**config.mk**
```make
export PLATFORM = sky130hd
export DESIGN_NAME = rb_attr_bank
export DESIGN_NICKNAME = d
export VERILOG_FILES = /design/src/rtl/rb_pkg.sv /design/src/rtl/rb_bus_decode.sv /design/src/rtl/rb_bit_cell.sv /design/src/rtl/rb_attr_bank.sv
export SDC_FILE = /design/constraint.sdc
export NUM_CORES = 1
export LEC_CHECK = 0
export ABC_AREA = 1
export CORE_UTILIZATION = 60
export CTS_BUF_LIST = sky130_fd_sc_hd__clkbuf_16
export CTS_CLUSTER_DIAMETER = 100
export DETAILED_ROUTE_END_ITERATION = 12
export DONT_BUFFER_PORTS = 1
export HOLD_SLACK_MARGIN = 0.12
export MAX_ROUTING_LAYER = met4
export PLACE_DENSITY = 0.86
export SYNTH_ARGS = -nofsm -noshare
export SYNTH_HDL_FRONTEND = slang
export SYNTH_HIERARCHICAL = 1
export SYNTH_SLANG_ARGS = --single-unit
```
**constraint.sdc**
```tcl
create_clock -name clk -period 2.08 [get_ports clk]
set_input_delay 0.104 -clock clk [delete_from_list [all_inputs] [get_ports clk]]
set_output_delay 0.104 -clock clk [all_outputs]
set_load 0.005 [all_outputs]
```
**src/rtl/rb_pkg.sv**
```systemverilog
package rb_pkg;

    typedef enum logic [3:0] {
        A_RSV, A_RW, A_RO, A_WO, A_W1C, A_RC, A_SC, A_LH, A_LL
    } attr_t;

    typedef enum logic [1:0] {OP_IDLE, OP_READ, OP_WRITE} op_t;

    // Attribute placement per register and bit position
    function automatic attr_t attr_of(input int r, input int b);
        attr_t a;
        a = A_RSV;
        case (r)
            0: begin
                if (b <= 3)      a = A_RW;
                else if (b <= 5) a = A_WO;
                else if (b == 6) a = A_SC;
            end
            1: begin
                if (b <= 1)      a = A_RO;
                else if (b <= 3) a = A_W1C;
                else if (b <= 5) a = A_RC;
            end
            2: begin
                if (b <= 1)      a = A_LH;
                else if (b <= 3) a = A_LL;
            end
            default: a = A_RSV;
        endcase
        return a;
    endfunction

    // Bits that survive a software reset
    function automatic logic keeps(input int r, input int b);
        return ((r == 0) && (b == 2 || b == 3)) || ((r == 1) && (b == 3));
    endfunction

    // Stored reset value (latch-low bits store the inverted latch, so 0 reads as 1)
    function automatic logic dflt(input int r, input int b);
        return (r == 0) && (b == 0);
    endfunction

endpackage

```
**src/rtl/rb_bus_decode.sv**
```systemverilog
module rb_bus_decode #(
    parameter int AW   = 2,
    parameter int NREG = 4
) (
    input  logic [AW-1:0]   bus_addr,
    input  logic            bus_rd,
    input  logic            bus_wr,
    output rb_pkg::op_t     op,
    output logic [NREG-1:0] rd_sel,
    output logic [NREG-1:0] wr_sel
);
    import rb_pkg::*;

    always_comb begin
        if (bus_wr)      op = OP_WRITE;
        else if (bus_rd) op = OP_READ;
        else             op = OP_IDLE;
    end

    always_comb begin
        rd_sel = '0;
        wr_sel = '0;
        unique case (op)
            OP_READ:  rd_sel[bus_addr] = 1'b1;
            OP_WRITE: wr_sel[bus_addr] = 1'b1;
            OP_IDLE:  ;
            default:  ;
        endcase
    end

endmodule

```
**src/rtl/rb_bit_cell.sv**
```systemverilog
module rb_bit_cell #(
    parameter rb_pkg::attr_t ATTR = rb_pkg::A_RW,
    parameter logic          KEEP = 1'b0,
    parameter logic          DFLT = 1'b0
) (
    input  logic clk,
    input  logic rst_n,
    input  logic sw_rst,
    input  logic rd_hit,
    input  logic wr_hit,
    input  logic wr_bit,
    input  logic cond,
    output logic rd_val,
    output logic hw_val
);
    import rb_pkg::*;

    logic q, q_n;
    logic rel, rel_n;     // latch state: 0 held, 1 released
    logic soft_clr;

    assign soft_clr = sw_rst & ~KEEP;

    always_comb begin
        q_n   = q;
        rel_n = rel;
        unique case (ATTR)
            A_RW, A_WO: if (wr_hit) q_n = wr_bit;
            A_W1C:      q_n = cond | (q & ~(wr_hit & wr_bit));
            A_RC:       q_n = cond | (q & ~rd_hit);
            A_SC:       q_n = wr_hit & wr_bit;
            A_LH, A_LL: begin
                q_n   = cond | (q & ~(rd_hit | rel));
                rel_n = rd_hit | (rel & ~(cond & ~q));
            end
            default: begin
                q_n   = 1'b0;
                rel_n = 1'b0;
            end
        endcase
    end

    always_ff @(posedge clk or negedge rst_n) begin
        if (!rst_n) begin
            q   <= DFLT;
            rel <= 1'b0;
        end else if (soft_clr) begin
            q   <= DFLT;
            rel <= 1'b0;
        end else begin
            q   <= q_n;
            rel <= rel_n;
        end
    end

    always_comb begin
        unique case (ATTR)
            A_RW, A_W1C, A_RC, A_SC, A_LH: rd_val = q;
            A_LL:                          rd_val = ~q;
            A_RO:                          rd_val = cond;
            default:                       rd_val = 1'b0;
        endcase
    end

    always_comb begin
        unique case (ATTR)
            A_RW, A_WO, A_W1C, A_RC, A_SC, A_LH: hw_val = q;
            A_LL:                                hw_val = ~q;
            default:                             hw_val = 1'b0;
        endcase
    end

    generate
        if (ATTR == A_RW) begin : g_chk_rw
            a_r2_write_stores: assert property (@(posedge clk) disable iff (!rst_n || soft_clr)
                wr_hit |=> (q == $past(wr_bit)));
        end
        if (ATTR == A_SC) begin : g_chk_sc
            a_r4_single_cycle: assert property (@(posedge clk) disable iff (!rst_n)
                q |=> !q);
        end
        if (ATTR == A_W1C) begin : g_chk_w1c
            a_r6_set_wins: assert property (@(posedge clk) disable iff (!rst_n || soft_clr)
                cond |=> q);
            a_r6_one_clears: assert property (@(posedge clk) disable iff (!rst_n || soft_clr)
                (wr_hit && wr_bit && !cond) |=> !q);
        end
        if (ATTR == A_RC) begin : g_chk_rc
            a_r7_set_wins: assert property (@(posedge clk) disable iff (!rst_n || soft_clr)
                cond |=> q);
            a_r7_read_clears: assert property (@(posedge clk) disable iff (!rst_n || soft_clr)
                (rd_hit && !cond) |=> !q);
        end
        if (ATTR == A_LH || ATTR == A_LL) begin : g_chk_latch
            a_r8_r9_catch: assert property (@(posedge clk) disable iff (!rst_n || soft_clr)
                cond |=> q);
            a_r8_r9_hold: assert property (@(posedge clk) disable iff (!rst_n || soft_clr)
                (q && !rd_hit && !rel) |=> q);
        end
    endgenerate

endmodule

```
**src/rtl/rb_attr_bank.sv**
```systemverilog
module rb_attr_bank #(
    parameter int AW = 2,
    parameter int DW = 8
) (
    input  logic                     clk,
    input  logic                     rst_n,
    input  logic                     sw_rst,
    input  logic [AW-1:0]            bus_addr,
    input  logic                     bus_rd,
    input  logic                     bus_wr,
    input  logic [DW-1:0]            bus_wdata,
    output logic [DW-1:0]            bus_rdata,
    input  logic [(1<<AW)*DW-1:0]    hw_cond,
    output logic [(1<<AW)*DW-1:0]    hw_q
);
    import rb_pkg::*;

    localparam int NREG = 1 << AW;
    localparam int NBIT = NREG * DW;

    op_t              op;
    logic [NREG-1:0]  rd_sel, wr_sel;
    logic [NBIT-1:0]  rd_vals;

    rb_bus_decode #(.AW(AW), .NREG(NREG)) u_dec (
        .bus_addr (bus_addr),
        .bus_rd   (bus_rd),
        .bus_wr   (bus_wr),
        .op       (op),
        .rd_sel   (rd_sel),
        .wr_sel   (wr_sel)
    );

    for (genvar r = 0; r < NREG; r++) begin : g_reg
        for (genvar b = 0; b < DW; b++) begin : g_bit
            rb_bit_cell #(
                .ATTR (attr_of(r, b)),
                .KEEP (keeps(r, b)),
                .DFLT (dflt(r, b))
            ) u_cell (
                .clk    (clk),
                .rst_n  (rst_n),
                .sw_rst (sw_rst),
                .rd_hit (rd_sel[r]),
                .wr_hit (wr_sel[r]),
                .wr_bit (bus_wdata[b]),
                .cond   (hw_cond[r*DW+b]),
                .rd_val (rd_vals[r*DW+b]),
                .hw_val (hw_q[r*DW+b])
            );
        end
    end

    always_ff @(posedge clk or negedge rst_n) begin
        if (!rst_n)
            bus_rdata <= '0;
        else if (op == OP_READ)
            bus_rdata <= rd_vals[int'(bus_addr)*DW +: DW];
    end

    a_r1_rdata_hold: assert property (@(posedge clk) disable iff (!rst_n)
        (op != OP_READ) |=> $stable(bus_rdata));

endmodule

```
# After elaboration in Yosys (flattened, before gate mapping)

Index checks and enable logic that the tools add are counted.

Output and inout bits: 40
Register bits after elaboration: 27
Bits of input ports: 47
Logic and storage cells: 103

Mux-type cells: 26
Reduce and logical (&&, ||, !) cells: 2
Magnitude comparators: 2
Bitwise gates (word level): 50
Equal/unequal tests: 2
Shift operators: 1

Operator list:

| cell               | number |
|---|---|
| $shiftx 32x6->8    | 1 |
| $mux 1             | 22 |
| $and 1x1->1        | 19 |
| $or 1x1->1         | 16 |
| $not 1->1          | 15 |
| $mux 2             | 2 |
| $lt 2x3->1 const B | 1 |
| $mux 3             | 1 |
| $demux 1 s2        | 1 |
| $eq 2x1->1 const B | 1 |
| $eq 2x2->1 const B | 1 |
| $ge 2x1->1 const B | 1 |
| $reduce_bool 2->1  | 1 |
| $logic_and 1x1->1  | 1 |

# Logic depth before layout (Yosys ltp)

Gate-level depths: netlist (run 1).

Depth in word-level cells: 10
Mapped depth: 8

# Cells and area by module

Netlist (run 1), hierarchy kept.

By module, submodules not included:

| module                                     | seq. area each (sq um) | cells an instance | area an instance (sq um) | instances |
|---|---|---|---|---|
| rb_attr_bank                               | 200.2                  | 129               | 699.4                    | 1 |
| rb_bit_cell (g_reg[0].g_bit[7].u_cell ...) | 0.0                    | 3                 | 18.8                     | 17 |
| rb_bit_cell (g_reg[2].g_bit[2].u_cell ...) | 50.0                   | 12                | 102.6                    | 2 |
| rb_bit_cell (g_reg[2].g_bit[0].u_cell ...) | 50.0                   | 10                | 93.8                     | 2 |
| rb_bit_cell (g_reg[1].g_bit[2].u_cell ...) | 25.0                   | 6                 | 52.6                     | 3 |
| rb_bit_cell (g_reg[0].g_bit[2].u_cell ...) | 25.0                   | 6                 | 47.5                     | 3 |
| rb_bit_cell (g_reg[0].g_bit[4].u_cell ...) | 25.0                   | 8                 | 56.3                     | 2 |
| rb_bus_decode                              | 0.0                    | 18                | 78.8                     | 1 |
| rb_bit_cell (g_reg[0].g_bit[0].u_cell)     | 26.3                   | 7                 | 61.3                     | 1 |
| rb_bit_cell (g_reg[0].g_bit[1].u_cell)     | 25.0                   | 7                 | 52.6                     | 1 |
| rb_bit_cell (g_reg[0].g_bit[6].u_cell)     | 25.0                   | 4                 | 42.5                     | 1 |

# Worst setup path after synthesis (run 1)

OpenSTA, ideal clock, no wires.

Kind: register to register
Start point: register g_reg[0].g_bit[0].u_cell.q
End point: register bus_rdata[0]
Arrival time: 0.898 ns
Library setup time: 0.065 ns
Setup slack: 1.117 ns
Cell stages (with the launch flop): 8
Cells stage by stage: dfstp_2 > buf_4 > inv_1 > nand2_1 > nand3_1 > nand2_1 > nand2_1 > nand2_1

Word-level cells in the longest chain between the ends: 1

RTL lines:

| item                   | line               | RTL |
|---|---|---|
| from (decl)            | rb_bit_cell.sv:18  | `logic q, q_n;` |
| from (signal assigned) | rb_bit_cell.sv:51  | `q <= q_n;` |
| $shiftx 32x6->8        | rb_attr_bank.sv:58 | `bus_rdata <= rd_vals[int'(bus_addr)*DW +: DW];` |
| to (signal assigned)   | rb_attr_bank.sv:58 |  |
| to (decl)              | rb_attr_bank.sv:12 | `output logic [DW-1:0] bus_rdata,` |

Every way passes these cells.
A chain may end at the register's enable or synchronous reset.

# Worst setup path after layout (run 1)

Start point: input sw_rst
End point: register g_reg[2].g_bit[3].u_cell.rel

Word-level cells in the longest chain between the ends: 1

RTL lines:

| item                 | line              | RTL |
|---|---|---|
| from (decl)          | rb_attr_bank.sv:7 | `input logic sw_rst,` |
| $mux 1               | rb_bit_cell.sv:47 | `end else if (soft_clr) begin` |
| to (signal assigned) | rb_bit_cell.sv:52 | `rel <= rel_n;` |
| to (decl)            | rb_bit_cell.sv:19 | `logic rel, rel_n;` |

Every way passes these cells.

==> results of run 1 <==
critical path, stage by stage:
cell           delay [ns]
dlygate4sd3_1        1.07
a21oi_2              0.04
dlygate4sd3_1        0.60
per-stage QoR:
stage	cells	instance area (um^2)
6_report	339	2060
5_1_grt	339	2060
4_1_cts	339	2060
3_5_place_dp	312	1740
3_3_place_gp	312	1740
2_1_floorplan	322	2100
power by group:
part | switching [W] | internal, W | leakage, nW
logic | 0.000129 | 0.0000907 | 0.759
registers | 0.0000448 | 0.000575 | 0.343
clock network | 0.000187 | 0.000260 | 0.0409
total | 0.000360 | 0.000926 | 1.14
sequential cells by signal (all words and copies together), names as in the netlist:
name                   cells
g.g_bit.u_cell/hw_val     13
bus_rdata                  8
g.g_bit.u_cell/q           2
g.g_bit.u_cell/rel         4
timing repair:
action                                  in CTS  in global routing
endpoints found under the setup margin       0                  0
hold buffers                                23                  0
hold endpoints to repair                    54                  0
buffers inserted                             0                  0
worst max-delay path by stage:
| stage | to | slack (ns) | depth (start not counted) |
|---|---|---|---|
| final | g_reg[2].g_bit[3].u_cell/rel | 0.41 | 3 |
| after global routing | g_reg[2].g_bit[3].u_cell/rel | 0.34 | 3 |
| after CTS | g_reg[1].g_bit[2].u_cell/hw_val | 0.45 | 3 |
| after detailed placement | g_reg[0].g_bit[5].u_cell/hw_val | 0.90 | 6 |
| after global placement | g_reg[0].g_bit[1].u_cell/hw_val | 0.97 | 6 |
| after floorplan | bus_rdata[0] | 1.12 | 7 |
area by class of cell:
| type | instances | share of cell area [%] |
|---|---|---|
| Clock buffer | 3 | 3.64 |
| Clock inverter | 1 | 0.243 |
| Inverter | 61 | 11.2 |
| Multi-Input combinational cell | 180 | 37.7 |
| Sequential cell | 27 | 32.8 |
| Tap cell | 44 | 2.67 |
| Timing Repair Buffer | 23 | 11.7 |
per-layer routing:
layer	wire length (um)	vias to the layer above	global-route usage, %
met5	0	-	-
li1	-	767	-
met4	60	0	7.97
met3	269	7	4.76
met1	1600	680	27.2
met2	1970	62	40.2
==> results_dict.tcl, run 1 <==
set metrics [dict create \
    grt_pass1_vias 1434 \
    drt-initial-drc-count 56 \
    worstRegToRegCells 5 \
    max_cap_viol_count 0 \
    area_of_the_multi_input_gates_um2 778 \
    setup-violations-final 0 \
    leakage_power_nw 1.14 \
    worst_ir_drop_vdd_uv 442 \
    hold_viol_final 0 \
    n_fill_cell 255 \
    worstMarginPinSlew_ns 0.814 \
    period_needed_ns 1.67 \
    layout_common_cells "nand2_1 (92), inv_1 (56), conb_1 (34), dfrtp_1 (26), dlygate4sd3_1 (22)" \
    clock_skew_ns 0.00236 \
    timing.critical_path.fanout_max 19 \
    die_y_um 60.3 \
    hold-path-cell-count 5 \
    worst_hold_startpoint "bus_addr[0]" \
    grt_first_pass_wirelength_um 6070 \
    overflow 0 \
    clockRootBuffer "clkbuf_16" \
    postLayoutSetupSlackWorst_ns 0.413 \
    place_hpwl_um 2350 \
    clock_sink_count 27 \
    insertion_delay_ns 0.26 \
    cts.path.max_buffers 2 \
    layout.cells.most_common "nand2_1" \
    number_of_antenna_violations_at_the_first_check_in_global_routing 0 \
    cells_after_synthesis 307 \
    critical_r2r_launch "g_reg[2].g_bit[3].u_cell/q" \
    fmaxAchievable_mhz 600 \
    syn2layout_area_growth_pct 1.04 \
    proportion_of_layout_cells_with_a_drive_suffix_above_1_pct 9.15 \
    initial_utilization_pct 65.2 \
    port_buffers 0 \
    drc 0 \
    slew_violations 0 \
    worst_hold_slack_after_final_layout_ns 0.119 \
    timing.setup.critical_path_class "in2reg" \
    route.vias.total 1516 \
    chipWidth_um 60.3 \
    reg2reg_setup_slack_ns 0.73 \
    dieArea_um2 3640 \
    antenna_cells 0 \
    design_power_total_w 0.00129 \
    tritoncts "yes" \
    cts-buffers-inserted 3 \
    setup_tns_ns 0 \
    cts_resized 0 \
    largest_net_degree_at_the_start_of_global_routing 28 \
    worstPathRequired_ns 2.23 \
    detail_route.first_pass.iterations 4 \
    yosys_warnings 6 \
    synthesis.area_per_instance_um2 6.65 \
    netlist_area_um2 2040 \
    detail-route-antenna-nets 0 \
    area.sequential_um2 677 \
    rsz_0062_raised_after_global_routing "no" \
    worstHoldPathType "in2reg" \
    io_pins 87 \
    crit_path_end_kind "flip-flop" \
    regToRegEndpoint "g_reg[2].g_bit[3].u_cell/rel" \
    detail_route.wirelength_um 3900 \
    vias_per_cell 4.47 \
    final_util_pct 65.9 \
    h-tree-depth 1 \
    core_um2 3130 \
    placement_rows 20 \
    detail_route.wl_per_cell_um 11.5 \
    slew_headroom_pct 45.5 \
    share_of_the_cycle_needed_by_the_critical_path_after_routing_pct 80.2 \
    place_worst_setup_slack_ns 0.900 \
    gpl.final_weighted_congestion 0.805 \
    p_per_area_nw_per_um2 624 \
    worst_setup_hold_path_clk_slew_ns 0.07 \
    design.final.nets 343 \
    worstPathArrival_ns 1.81 \
    worst_setup_path_start_kind "input pin" \
    outcome "finished, final reports clean" \
    grtUsageTotal_pct 23.5 \
    setup.worst_path.start "sw_rst" \
    holdPathEnd "bus_rdata[4]" \
]
(Power assumes the default switching activity.)
==> inputs of run 2 (changes only) <==
--- a/config.mk
+++ b/config.mk
@@ -6,14 +6,14 @@
 export NUM_CORES = 1
 export LEC_CHECK = 0
 export ABC_AREA = 1
-export CORE_UTILIZATION = 60
+export CORE_UTILIZATION = 57
 export CTS_BUF_LIST = sky130_fd_sc_hd__clkbuf_16
 export CTS_CLUSTER_DIAMETER = 100
 export DETAILED_ROUTE_END_ITERATION = 12
 export DONT_BUFFER_PORTS = 1
 export HOLD_SLACK_MARGIN = 0.12
 export MAX_ROUTING_LAYER = met4
-export PLACE_DENSITY = 0.86
+export PLACE_DENSITY = 0.85
 export SYNTH_ARGS = -nofsm -noshare
 export SYNTH_HDL_FRONTEND = slang
 export SYNTH_HIERARCHICAL = 1
==> constraint.sdc (replaced) <==
create_clock -name clk -period 1.5 [get_ports clk]
set_input_delay 0.075 -clock clk [delete_from_list [all_inputs] [get_ports clk]]
set_output_delay 0.075 -clock clk [all_outputs]
set_load 0.005 [all_outputs]
==> results_dict.tcl, run 2 (synthesis results as in run 1) <==
set metrics [dict create \
    place_hpwl_um 2370 \
    regToRegEndpoint "g_reg[1].g_bit[3].u_cell/hw_val" \
    detail_route.wirelength_um 3720 \
    worstHoldPathType "in2reg" \
    area.sequential_um2 677 \
    worst_hold_startpoint "bus_addr[0]" \
    worstSetupEndpoint "g_reg[2].g_bit[1].u_cell/rel" \
    final_util_pct 61.2 \
    overflow 0 \
    tritoncts "yes" \
    grtUsageTotal_pct 21.4 \
    outcome "finished, final reports clean" \
    design.final.nets 345 \
    worst_setup_path_start_kind "input pin" \
    worstPathRequired_ns 1.65 \
    vias_per_cell 4.44 \
    die_y_um 61.8 \
    insertion_delay_ns 0.26 \
    port_buffers 0 \
    worst_ir_drop_vdd_uv 530 \
    worst_setup_hold_path_clk_slew_ns 0.06 \
    detail-route-antenna-nets 0 \
    postCtsHoldBufs 22 \
    largest_net_degree_at_the_start_of_global_routing 28 \
    antenna_cells 0 \
    cts-buffers-inserted 3 \
    postCtsSetupBuffers 0 \
    worstMarginPinSlew_ns 0.885 \
    h-tree-depth 1 \
    clock_skew_ns 0.00202 \
    setup_tns_ns 0 \
    hold_viol_final 0 \
    timing.setup.critical_path_class "in2reg" \
    max_cap_viol_count 0 \
    critical_r2r_launch "g_reg[1].g_bit[3].u_cell/hw_val" \
    n_fill_cell 283 \
    gpl.final_weighted_congestion 0.821 \
    drc 0 \
    rsz_0062_raised_after_global_routing "no" \
    grt_first_pass_wirelength_um 5900 \
    detail_route.first_pass.iterations 4 \
    route.vias.total 1523 \
    worstPathArrival_ns 1.47 \
    slew_headroom_pct 40.8 \
    io_pins 87 \
    placement_rows 21 \
    period_needed_ns 1.32 \
    initial_utilization_pct 60.2 \
    core_um2 3390 \
    share_of_the_cycle_needed_by_the_critical_path_after_routing_pct 88.3 \
    timing.critical_path.fanout_max 19 \
    dieArea_um2 3820 \
    setup-violations-final 0 \
    syn2layout_area_growth_pct 1.72 \
    fmaxAchievable_mhz 755 \
    drt-initial-drc-count 49 \
    clock_sink_count 27 \
    layout_common_cells "nand2_1 (92), inv_1 (57), conb_1 (34), dfrtp_1 (26), dlygate4sd3_1 (21)" \
    setup.worst_path.start "sw_rst" \
    cts_resized 0 \
    leakage_power_nw 1.15 \
    largest_register_ff_count 13 \
    slew_violations 0 \
    chipWidth_um 61.8 \
    reg2reg_setup_slack_ns 0.31 \
    number_of_antenna_violations_at_the_first_check_in_global_routing 0 \
    cts.path.max_buffers 2 \
    detail_route.wl_per_cell_um 10.8 \
    layout.cells.most_common "nand2_1" \
    grt_pass1_vias 1344 \
    proportion_of_layout_cells_with_a_drive_suffix_above_1_pct 9.76 \
    crit_path_end_kind "flip-flop" \
    worstRegToRegCells 3 \
    clockRootBuffer "clkbuf_16" \
    p_per_area_nw_per_um2 846 \
    area_of_the_multi_input_gates_um2 778 \
]
==> run 2: changes by cell type in the layout (fill, tap and decap cells not counted) <==
cell and delta:
buf_4 +3, clkinv_2 -1, inv_1 +1, dlygate4sd3_1 -1
==> run 2: final cells by class <==
class                   count  share of cell area, %
repair buffers             25                   12.2
flip-flops and latches     27                   32.6
clock buffers               3                   3.62
clock inverters             1                  0.181
inverters                  61                   11.2
multi-input cells         180                   37.5
well taps                  46                   2.77
==> run 2: worst max-delay path, stage by stage <==
cell and delay [ns]:
dlygate4sd3_1 1.12, o21bai_1 0.22, nor2_1 0.06
==> run 2: power by group <==
group / leakage [nW] / switching [W] / internal (W)
sequential: 0.343 / 0.0000600 / 0.000798
clock: 0.0423 / 0.000233 / 0.000356
combinational: 0.767 / 0.000182 / 0.000128
==> run 2: worst min-delay path by stage <==
stage                                            to  slack [ns]  depth (start not counted)
global route                           bus_rdata[7]        0.15                          4
CTS                                    bus_rdata[3]        0.12                          5
global placement    g_reg[0].g_bit[1].u_cell/hw_val       -0.22                          0
finish                                 bus_rdata[3]        0.13                          5
floorplan                              bus_rdata[0]       -0.22                          0
detailed placement  g_reg[0].g_bit[4].u_cell/hw_val       -0.22                          0
==> run 2: stage by stage <==
stage	instance area, um^2	hold slack, ns	setup slack [ns]	power, W	std cells
final	2080	0.126	0.175	0.00176	343
after floorplan	2100	-0.221	0.537	0.00116	322
after global routing	2080	0.151	0.0949	0.00185	343
after detailed placement	1770	-0.220	0.541	0.00109	317
after global placement	1770	-0.220	0.555	0.00109	317
after CTS	2080	0.122	0.209	0.00177	343
==> run 2: layer usage <==
layer  vias to the layer above  GRT usage (%)  part of all wire (%)
met5                         -              -                     0
met1                       679           27.2                    43
met4                         0           3.81                  0.48
li1                        777              -                     -
met3                         4           6.00                   8.5
met2                        63           34.7                    48
==> inputs of run 3 (changes only) <==
--- a/config.mk
+++ b/config.mk
@@ -13,7 +13,7 @@
 export DONT_BUFFER_PORTS = 1
 export HOLD_SLACK_MARGIN = 0.12
 export MAX_ROUTING_LAYER = met4
-export PLACE_DENSITY = 0.85
+export PLACE_DENSITY = 0.83
 export SYNTH_ARGS = -nofsm -noshare
 export SYNTH_HDL_FRONTEND = slang
 export SYNTH_HIERARCHICAL = 1
==> results_dict.tcl, run 3 (synthesis results as in run 1) <==
set metrics [dict create \
    outcome "finished, final reports clean" \
    dieArea_um2 3820 \
    chipWidth_um 61.8 \
    slew_headroom_pct 44.0 \
    proportion_of_layout_cells_with_a_drive_suffix_above_1_pct 10.1 \
    grt_first_pass_wirelength_um 6130 \
    cts_resized 0 \
    setup.worst_path.start "sw_rst" \
    layout.cells.most_common "nand2_1" \
    tritoncts "yes" \
    number_of_antenna_violations_at_the_first_check_in_global_routing 0 \
    placement_rows 21 \
    clockRootBuffer "clkbuf_16" \
    rsz_0062_raised_after_global_routing "no" \
    design.final.nets 344 \
    timing.critical_path.fanout_max 19 \
    design_power_total_w 0.00177 \
    leakage_power_nw 1.15 \
    worstRegToRegCells 3 \
    port_buffers 0 \
    postCtsHoldBufs 21 \
    route.vias.total 1493 \
    worstPathArrival_ns 1.46 \
    syn2layout_area_growth_pct 1.29 \
    fmaxAchievable_mhz 764 \
    largest_net_degree_at_the_start_of_global_routing 28 \
    largest_register_ff_count 13 \
    clock_sink_count 27 \
    layout_common_cells "nand2_1 (92), inv_1 (56), conb_1 (34), dfrtp_1 (26), dlygate4sd3_1 (20)" \
    worstSetupEndpoint "g_reg[2].g_bit[0].u_cell/rel" \
    worst_hold_slack_after_final_layout_ns 0.127 \
    setup-violations-final 0 \
    drc 0 \
    worstMarginPinSlew_ns 0.837 \
    die_y_um 61.8 \
    detail-route-antenna-nets 0 \
    worstPathRequired_ns 1.65 \
    reg2reg_setup_slack_ns 0.31 \
    grtUsageTotal_pct 22.8 \
    worst_setup_path_start_kind "input pin" \
    period_needed_ns 1.31 \
    max_cap_viol_count 0 \
    postCtsSetupBuffers 0 \
    final_util_pct 61.0 \
    share_of_the_cycle_needed_by_the_critical_path_after_routing_pct 87.3 \
    crit_path_end_kind "flip-flop" \
    regToRegEndpoint "g_reg[1].g_bit[3].u_cell/hw_val" \
    drt-initial-drc-count 63 \
    timing.setup.critical_path_class "in2reg" \
    worstHoldPathType "in2reg" \
    initial_utilization_pct 60.2 \
    detail_route.first_pass.iterations 4 \
    cts.path.max_buffers 2 \
    clock_skew_ns 0.00244 \
    grt_pass1_vias 1417 \
    detail_route.wirelength_um 3760 \
    insertion_delay_ns 0.26 \
    setup_tns_ns 0 \
    hold_viol_final 0 \
    vias_per_cell 4.37 \
    cts-buffers-inserted 3 \
    core_um2 3390 \
    critical_r2r_launch "g_reg[1].g_bit[3].u_cell/hw_val" \
    detail_route.wl_per_cell_um 11.0 \
    h-tree-depth 1 \
    p_per_area_nw_per_um2 857 \
    worst_setup_hold_path_clk_slew_ns 0.06 \
    antenna_cells 0 \
    gpl.final_weighted_congestion 0.798 \
    slew_violations 0 \
    overflow 0 \
    worst_ir_drop_vdd_uv 444 \
    io_pins 87 \
    place_hpwl_um 2500 \
]
run 3: cell count changes in the layout (fill, tap and decap cells not counted), sizes merged:
cell         change
clkinv           +1
dlygate4sd3      -1
inv              -1
run 3: layer usage:
metal,share of wire (%),track usage [%]
met5,0,-
met4,1.2,7.94
met3,6.3,5.80
met2,49,37.0
met1,43,27.6
run 3: area by class of cell:
cell class / instances / area, um^2
inverter: 61 / 231
clock inverter: 1 / 5.00
clock buffer: 3 / 75.1
tap: 46 / 57.6
timing repair buffer: 24 / 243
fill: 289 / 1320
multi-input combinational: 180 / 778
sequential: 27 / 677
run 3: where the power goes:
| group | leakage, nW | internal, W | total [W] | switching [W] |
|---|---|---|---|---|
| Clock | 0.0409 | 0.000360 | 0.000606 | 0.000246 |
| Sequential | 0.343 | 0.000798 | 0.000860 | 0.0000624 |
| Combinational | 0.763 | 0.000126 | 0.000305 | 0.000180 |
| Total | 1.15 | 0.00128 | 0.00177 | 0.000488 |
run 3: worst max-delay path, stage by stage:
cell and delay, ns:
dlygate4sd3_1 1.08, o21bai_1 0.22, nor2_1 0.07
run 3: worst min path at each step:
| stage | cells after the start | startpoint | slack, ns | endpoint |
|---|---|---|---|---|
| after floorplan | 0 | rst_n | -0.22 | bus_rdata[0] |
| after global placement | 0 | rst_n | -0.22 | g_reg[0].g_bit[4].u_cell/hw_val |
| after detailed placement | 0 | rst_n | -0.22 | g_reg[0].g_bit[4].u_cell/hw_val |
| after CTS | 5 | bus_addr[0] | 0.12 | bus_rdata[2] |
| after global routing | 4 | bus_wr | 0.15 | bus_rdata[7] |
| final | 5 | bus_addr[0] | 0.13 | bus_rdata[2] |
run 3: per-stage QoR:
step           instances  worst slack [ns]  area [um^2]
3_5_place_dp         317             0.535         1770
5_1_grt              342             0.141         2070
2_1_floorplan        322             0.537         2100
3_3_place_gp         317             0.554         1770
4_1_cts              342             0.234         2070
6_report             342             0.191         2070
